`src/rtl/sbs_pkg.sv`:
```
`timescale 1ns/1ps
// Package: shared encodings of the side-band serial shifter.
// Assumes the selection field is two bits wide.
package sbs_pkg;
    typedef enum logic [1:0] {
        SEL_SUSPEND = 2'b00,
        SEL_LOW     = 2'b01,
        SEL_ALL     = 2'b10,
        SEL_ALL_ALT = 2'b11
    } sel_mode_e;
endpackage

```
`src/rtl/sbs_sync.sv`:
```
`timescale 1ns/1ps
// sbs_sync: multi-flop synchronizer, one chain per bit.
// Assumes each input bit is independent; no bus coherency is implied.
module sbs_sync #(
    parameter int WIDTH  = 16,
    parameter int STAGES = 2
) (
    input  logic             clk,
    input  logic             rst_n,
    input  logic [WIDTH-1:0] d_i,
    output logic [WIDTH-1:0] q_o
);
    logic [WIDTH-1:0] stage_q [STAGES];

    for (genvar s = 0; s < STAGES; s++) begin : g_stage
        if (s == 0) begin : g_first
            // First flop samples the asynchronous inputs.
            always_ff @(posedge clk) begin
                if (!rst_n) stage_q[s] <= '0;
                else        stage_q[s] <= d_i;
            end
        end else begin : g_next
            // Later flops let metastability settle.
            always_ff @(posedge clk) begin
                if (!rst_n) stage_q[s] <= '0;
                else        stage_q[s] <= stage_q[s-1];
            end
        end
    end

    assign q_o = stage_q[STAGES-1];
endmodule

```
`src/rtl/sbs_select.sv`:
```
`timescale 1ns/1ps
// sbs_select: masks the synchronized inputs according to the selection
// mode and flags any change of the masked word against the last cycle.
// Assumes input 0 is always selected; LOW_GROUP inputs form the low group.
module sbs_select
    import sbs_pkg::*;
#(
    parameter int NUM_SIG   = 16,
    parameter int LOW_GROUP = 8
) (
    input  logic               clk,
    input  logic               rst_n,
    input  logic [NUM_SIG-1:0] sync_i,
    input  logic [1:0]         mode_i,
    output logic [NUM_SIG-1:0] masked_o,
    output logic               changed_o
);
    sel_mode_e          mode_e;
    logic [NUM_SIG-1:0] mask;
    logic [NUM_SIG-1:0] last_q;

    assign mode_e = sel_mode_e'(mode_i);

    for (genvar i = 0; i < NUM_SIG; i++) begin : g_mask
        // Per-bit enable from the selection mode.
        assign mask[i] = (i == 0)
                       || ((mode_e == SEL_LOW) && (i < LOW_GROUP))
                       || (mode_e == SEL_ALL)
                       || (mode_e == SEL_ALL_ALT);
    end

    assign masked_o  = sync_i & mask;
    assign changed_o = (masked_o != last_q);

    // Remember the masked word for change detection.
    always_ff @(posedge clk) begin
        if (!rst_n) last_q <= '0;
        else        last_q <= masked_o;
    end
endmodule

```
`src/rtl/sbs_shift.sv`:
```
`timescale 1ns/1ps
// sbs_shift: builds start/data/stop frames and shifts them out LSB first.
// Holds one pending request so that changes during a frame yield exactly
// one following frame. Assumes data_i is stable in the cycle it is loaded.
module sbs_shift #(
    parameter int NUM_SIG    = 16,
    parameter int START_BITS = 2,
    parameter int STOP_BITS  = 2
) (
    input  logic               clk,
    input  logic               rst_n,
    input  logic [NUM_SIG-1:0] data_i,
    input  logic               changed_i,
    output logic               ser_o,
    output logic               busy_o
);
    localparam int FRAME_LEN = START_BITS + NUM_SIG + STOP_BITS;
    localparam int CNT_W     = $clog2(FRAME_LEN + 1);

    logic [FRAME_LEN-1:0] frame;
    logic [FRAME_LEN-1:0] shreg_q;
    logic [CNT_W-1:0]     cnt_q;
    logic                 pend_q;
    logic                 idle;
    logic                 load;

    assign frame = {{STOP_BITS{1'b1}}, data_i, {START_BITS{1'b0}}};
    assign idle  = (cnt_q == '0);
    assign load  = (changed_i || pend_q) && idle;

    // Keep a request alive until a frame is loaded for it.
    always_ff @(posedge clk) begin
        if (!rst_n) pend_q <= 1'b0;
        else        pend_q <= (pend_q || changed_i) && !load;
    end

    // Load a new frame or shift the current one by one bit.
    always_ff @(posedge clk) begin
        if (!rst_n) begin
            shreg_q <= '1;
            cnt_q   <= '0;
        end else if (load) begin
            shreg_q <= frame;
            cnt_q   <= CNT_W'(FRAME_LEN);
        end else if (!idle) begin
            shreg_q <= {1'b1, shreg_q[FRAME_LEN-1:1]};
            cnt_q   <= cnt_q - 1'b1;
        end
    end

    assign busy_o = !idle;
    assign ser_o  = idle ? 1'b1 : shreg_q[0];
endmodule

```
`src/rtl/sideband_serializer.sv`:
```
`timescale 1ns/1ps
// sideband_serializer: top of the side-band serial shifter. Synchronizes
// the inputs, masks them by mode, and sends a frame on every change.
// Assumes sel_mode is quasi-static configuration in the clk domain.
module sideband_serializer #(
    parameter int NUM_SIG     = 16,
    parameter int LOW_GROUP   = 8,
    parameter int START_BITS  = 2,
    parameter int STOP_BITS   = 2,
    parameter int SYNC_STAGES = 2
) (
    input  logic               clk,
    input  logic               rst_n,
    input  logic [NUM_SIG-1:0] sig_in,
    input  logic [1:0]         sel_mode,
    output logic               ser_out,
    output logic               busy
);
    logic [NUM_SIG-1:0] sync_vec;
    logic [NUM_SIG-1:0] masked_vec;
    logic               changed;

    sbs_sync #(.WIDTH(NUM_SIG), .STAGES(SYNC_STAGES)) u_sync (
        .clk   (clk),
        .rst_n (rst_n),
        .d_i   (sig_in),
        .q_o   (sync_vec)
    );

    sbs_select #(.NUM_SIG(NUM_SIG), .LOW_GROUP(LOW_GROUP)) u_select (
        .clk       (clk),
        .rst_n     (rst_n),
        .sync_i    (sync_vec),
        .mode_i    (sel_mode),
        .masked_o  (masked_vec),
        .changed_o (changed)
    );

    sbs_shift #(.NUM_SIG(NUM_SIG), .START_BITS(START_BITS),
                .STOP_BITS(STOP_BITS)) u_shift (
        .clk       (clk),
        .rst_n     (rst_n),
        .data_i    (masked_vec),
        .changed_i (changed),
        .ser_o     (ser_out),
        .busy_o    (busy)
    );
endmodule

```
`config.mk`:
```
export PLATFORM = sky130hd
export DESIGN_NAME = sideband_serializer
export DESIGN_NICKNAME = d
export VERILOG_FILES = /design/src/rtl/sbs_pkg.sv /design/src/rtl/sbs_sync.sv /design/src/rtl/sbs_select.sv /design/src/rtl/sbs_shift.sv /design/src/rtl/sideband_serializer.sv
export SDC_FILE = /design/constraint.sdc
export NUM_CORES = 1
export LEC_CHECK = 0
export BUFFER_PORTS_ARGS = -buffer_cell sky130_fd_sc_hd__buf_2
export CORE_ASPECT_RATIO = 1.4
export CORE_MARGIN = 5
export CORE_UTILIZATION = 35
export CTS_CLUSTER_SIZE = 14
export DETAILED_ROUTE_END_ITERATION = 10
export PLACE_DENSITY = 0.59
export REMOVE_ABC_BUFFERS = 1
export SYNTH_ARGS = -nofsm -noshare
export SYNTH_HDL_FRONTEND = slang
export SYNTH_SLANG_ARGS = --single-unit
export TNS_END_PERCENT = 20
```
`constraint.sdc`:
```
create_clock -name clk -period 4.5 [get_ports clk]
set_input_delay 0.225 -clock clk [delete_from_list [all_inputs] [get_ports clk]]
set_output_delay 0.225 -clock clk [all_outputs]
set_load 0.01 [all_outputs]
```
=== Yosys cells after proc, flatten, opt, wreduce, memory -nomap -nowiden ===
Memories as Yosys holds them, arrays and structs flattened.
Cells that the tools add are included.

* Input port bits: 20
* Memories: 1
* RAM bits: 32
* Word-level logic and storage cells: 35
* Register bits: 40

* Multiplexer cells: 9
* Equality and inequality tests: 5
* Add/subtract/negate cells: 1
* Bitwise gates (word level): 4
* Reduce and logical (&&, ||, !) cells: 10

{| class="wikitable"
|+ Memories
! name !! words !! bits a word !! rd ports !! clocked after Yosys merged registers in !! wr ports !! RTL line !! source
|-
| u_sync.stage_q || 2 || 16 || 2 || 0 || 2 || sbs_sync.sv:13 || <nowiki>logic [WIDTH-1:0] stage_q [STAGES];</nowiki>
|}

{| class="wikitable"
|+ Operators by type and width
! kind !! number
|-
| 18-bit 2-to-1 mux || 2
|-
| 16-bit 2-to-1 mux || 2
|-
| 16-bit bitwise AND || 1
|-
| 16-bit inequality test || 1
|-
| 5-bit 2-to-1 mux || 2
|-
| 5-bit logical NOT || 1
|-
| 5-bit by 1-bit subtractor with 5-bit output, second input constant || 1
|-
| 2-bit equality test, second input constant || 2
|-
| 1-bit logical OR || 4
|-
| 1-bit 2-to-1 mux || 3
|-
| 2-bit by 1-bit equality test with 1-bit output, second input constant || 1
|-
| 1-bit logical AND || 2
|-
| 1-bit logical NOT || 2
|-
| 2-bit inequality test, second input constant || 1
|-
| 1-bit bitwise OR || 2
|-
| 2-bit OR reduction || 1
|-
| 1-bit inverter || 1
|}

=== Longest topological paths before layout ===
* Word-level depth: 9
* Gate-level depth with buffers: 8
* Mapped depth without buffers: 7

=== By module ===
Synthesis repeated with hierarchy kept, for this count alone.

* Cells, all modules: 280
* Area, all modules: 2811.4 µm²

{| class="wikitable"
|+ By module, submodules not included
! module !! instances !! area each (µm²) !! cells an instance
|-
| sbs_shift || 1 || 1074.8 || 113
|-
| sbs_sync || 1 || 895.9 || 67
|-
| sbs_select || 1 || 840.8 || 100
|}

=== Least setup slack after synthesis ===
OpenSTA, ideal clock, no wires.

* Kind: reg-to-reg
* Start point: reg u_select.last_q[2]
* End point: reg u_shift.shreg_q[13]
* Setup time: 0.141 ns
* Period minus slack after synthesis: 2.225 ns
* Data required time: 4.359 ns
* Setup slack: 2.275 ns
* Cell stages (with the launch flop): 8
* Arrival time: 2.084 ns
* Path through: dfxtp_1 or3_1 a2111oi_2 o32ai_1 nor4_4 buf_6 mux2i_1 o211ai_1

* Word-level cells in the longest chain between the ends: 4
* Elaborated cells on any way between the ends: 5
* Those cells by class: eq/ne (2); mux (1); reduce/logical (2)

{| class="wikitable"
|+ RTL lines
! element !! RTL line !! source
|-
| from (decl) || sbs_select.sv:20 || <nowiki>logic [NUM_SIG-1:0] last_q;</nowiki>
|-
| from (signal assigned) || sbs_select.sv:38 || <nowiki>else last_q <= masked_o;</nowiki>
|-
| 16-bit inequality test (*) || sbs_select.sv:33 || <nowiki>assign changed_o = (masked_o != last_q);</nowiki>
|-
| 1-bit logical OR (*) || sbs_shift.sv:29 || <nowiki>assign load = (changed_i || pend_q) && idle;</nowiki>
|-
| 1-bit logical AND (*) || sbs_shift.sv:29 ||
|-
| 2-bit inequality test (no line) or 18-bit 2-to-1 mux (tied branches) || -- ||
|-
| to (signal assigned) || sbs_shift.sv:43 || <nowiki>shreg_q <= frame;</nowiki>
|-
| to (signal assigned) || sbs_shift.sv:46 || <nowiki>shreg_q <= {1'b1, shreg_q[FRAME_LEN-1:1]};</nowiki>
|-
| to (decl) || sbs_shift.sv:21 || <nowiki>logic [FRAME_LEN-1:0] shreg_q;</nowiki>
|}

Mark *: on every way between the ends. The rest lies on a longest branch, timed or not.
A chain may end at the register's enable or synchronous reset.

=== Worst setup path in the final report ===
* Start point: reg u_shift.cnt_q[0]
* End point: out ser_out

* Word-level cells in the longest chain between the ends: 2

{| class="wikitable"
|+ RTL lines
! element !! RTL line !! source
|-
| from (decl) || sbs_shift.sv:22 || <nowiki>logic [CNT_W-1:0] cnt_q;</nowiki>
|-
| from (signal assigned) || sbs_shift.sv:44 || <nowiki>cnt_q <= CNT_W'(FRAME_LEN);</nowiki>
|-
| from (signal assigned) || sbs_shift.sv:47 || <nowiki>cnt_q <= cnt_q - 1'b1;</nowiki>
|-
| 5-bit logical NOT || sbs_shift.sv:28 || <nowiki>assign idle = (cnt_q == '0);</nowiki>
|-
| 1-bit 2-to-1 mux || sbs_shift.sv:52 || <nowiki>assign ser_o = idle ? 1'b1 : shreg_q[0];</nowiki>
|-
| to (decl) || sideband_serializer.sv:16 || <nowiki>output logic ser_out,</nowiki>
|}

No other way between the ends.

==> reports/metrics.cfg <==
[status]
status=complete, no violations

[die]
pin_count=22
die_h_um=116
start_util_pct=36.2
dieArea_um2=9990
num_rows=38
dieWidth_um=85.9
core_um2=7800

[power]
ir_worst_vdd_mv=0.213
clkPwrFrac_pct=29.2
p_sw_w=0.000512
switching_share_pct=29.7
seq_power_share_pct=47.5
power.density_nw_per_um2=538
power_frac_comb_pct=23.3
p_int_w=0.00121
power_w=0.00172
leakagePower_nw=1.34

[synthesis]
yosys_warnings=0
synth_area_per_cell_um2=9.67
ys_ff_latch=72
yosysSeqAreaShare_pct=51.0
synth_top_area_cell=dfxtp_1
synth.top_cells.by_area=dfxtp_1 51%, and2_1 10%, mux2i_1 4.3%, nand2_1 3.7%, and3_1 3.5%
synthesis.area_um2=2820
synthCells=292
synth_cell_type_count=41
synth_top_area_share_pct=51.0

[layout]
layout.nets=330
diodes=0
area_growth_pct=13.2
num-fill-cells=807
final_common_cell=dfxtp_1
multiInputGateArea_um2=1280
final_cell_mix=72 x dfxtp_1, 46 x and2_1, 28 x nand2_1
seqCellArea_um2=1440
drive_gt1_share_pct=13.4
fin_area_um2=3200

[global_route]
grt_start_max_net_pins=60
antenna_found_initial=0
first_global_vias=2033
grt_pass1_wl_um=9160
grtUsageTotal_pct=11.8
grt-ovfl-total=0

[detailed_routing]
highest_layer=met4
wl_met3_um=171
vias_per_cell=4.93
antenna_left=0
drt_pre_antenna_iters=4
wl_met1_um=2310
wl_um=5140
wl_per_cell_um=12.4
route.met2.wl_um=2440
drt-initial-drc-count=82
route.detailed.drc=0
vias=2043

[setup_path]
critical-path-slowest-cell=nor2_1
crit_buf_inv=4
path_delay_family=simple AND/OR/NAND/NOR gates
crit_chain=inv_1, ha_1, nand2_1, nor2_1, clkinv_1, buf_4, nand2b_1, buf_2
crit_type=flip-flop to output pin
cp.arrival_ns=2.30
slowest_delay_ns=0.64
r2r-start=u_select.last_q[2]
critPathCapture=ser_out
rrSetupSlack_ns=2.19
worstRegToRegCells=7
critPathLaunch=u_shift.cnt_q[0]
path_depth=8
reg2reg_to=u_shift.shreg_q[10]
end_kind=output pin
required_ns=4.28
cp_max_fo=35
start_kind=flip-flop

[timing]
fmax_mhz=396
clock_skew_ns=0.00838
drv_slew=0
setup_viol=0
hold_violations=0
layout_worst_path_cycle_share_pct=56.1
worstMarginPinSlew_ns=0.834
min_period_ns=2.52
relSlewSlack_pct=44.2
rsz0062_at_grt=false
finalSetupTns_ns=0

[clock_network]
ctsHtreeMaxLevel=3
cts_root_buf=clkbuf_8
clkLatencyLatePin_ns=0.34
cts_buffers=9
cts_tree=built
cts_setup_buffers=0
hold_buffers=0
clockBufferDepth=2
cts-resized-gates=0
clock_sinks=72
clk_pin_slew_ns=0.07

[worst_hold_path]
hold_path.class=input pin to flip-flop
hold_depth=2

[placed_design]
gp_congestion=0.816
dp_hpwl_um=3280
io_buffers=21
place_area_um2=3000

[run]
maxCapViolations=0

## worst min path at each step
stage	from	end	slack [ns]
after floorplan	rst_n	u_shift.shreg_q[0]	0.30
after global placement	u_sync.stage_q[0][9]	u_sync.stage_q[1][9]	0.41
after detailed placement	u_sync.stage_q[0][9]	u_sync.stage_q[1][9]	0.42
after CTS	sig_in[13]	u_sync.stage_q[0][13]	0.06
after global routing	sig_in[14]	u_sync.stage_q[0][14]	0.06
final	sig_in[13]	u_sync.stage_q[0][13]	0.09
## routing by layer
layer	track usage, %	vias up
li1	-	1045
met1	12.8	947
met2	19.5	37
met3	3.18	14
met4	8.98	0
met5	0	-
## logic make-up after synthesis
logic type               count (synthesis)  synth area share (%)
AO/OA/AOI/OAI                           37                  10.4
buffers and inverters                   24                  3.54
adder cells (fa/ha/maj)                  1                 0.443
XOR/XNOR                                 6                  1.86
multiplexers                            12                  4.25
AND/OR/NAND/NOR                        140                  28.4
flip-flops                              72                  51.0
## power groups by stage
stage               registers (W)  clock network, W  logic (W)
finish                   0.000817          0.000503   0.000402
global route             0.000832          0.000556   0.000469
CTS                      0.000818          0.000527   0.000408
detailed placement       0.000832                 0   0.000407
global placement         0.000829                 0   0.000399
floorplan                0.000813                 0   0.000303
## synth_stat cells
master and count:
nor2_1 7, xor2_1 5, mux2i_1 12, inv_1 5, a2111oi_0 2, nand3b_1 2, nor3b_1 2, or3_1 1
dfxtp_1 72, xnor2_1 1, and4b_1 1, nand4b_1 4, o21ai_1 1, o311a_1 2, buf_2 2, a211oi_1 2
ha_1 1, and3_1 16, clkinv_1 1, o211a_1 1, o21a_1 3, o22a_1 3, o211ai_1 12, a31oi_1 1
nand2_1 28, nand3_1 7, nand2b_1 2, or2_2 2, clkbuf_1 15, nor3_1 10, nor2b_1 8, buf_6 1
and2_1 46, o22ai_1 2, a21oi_1 2, o2111ai_1 2, a2111oi_2 1, nor4_4 1, nor4_1 2, o32ai_1 3
nor4b_1 1
## per-stage QoR
stage                     std cells  setup slack, ns  util (%)  hold slack [ns]
after global routing            414             1.70      41.0           0.0641
final                           414             1.98      41.0           0.0860
after detailed placement        398             2.12      38.5            0.418
after floorplan                 274             1.84         -            0.297
after global placement          398             2.18      38.5            0.414
after CTS                       414             1.94      41.0           0.0624
## flip-flops by register name, indices dropped and copies added (netlist names)
signal / cells
u_select.last_q: 16
u_shift.shreg_q: 18
u_sync.stage_q: 32
u_shift.pend_q: 1
u_shift.cnt_q: 5
## final cells by class
class / instances / share of cell area [%]
clock buffer: 13 / 4.97
clock inverter: 3 / 1.25
inverter: 6 / 0.704
multi-input combinational: 196 / 40.1
sequential: 72 / 45.1
tap: 100 / 3.91
timing repair buffer: 24 / 3.99
## worst reg2reg max path, stage by stage (launching register included)
cell,delay [ns]
dfxtp_1,0.32
or3_1,0.39
a2111oi_2,0.36
o32ai_1,0.16
nor4_4,0.21
buf_4,0.37
mux2i_1,0.24
o211ai_1,0.09
(Power assumes the default switching activity.)
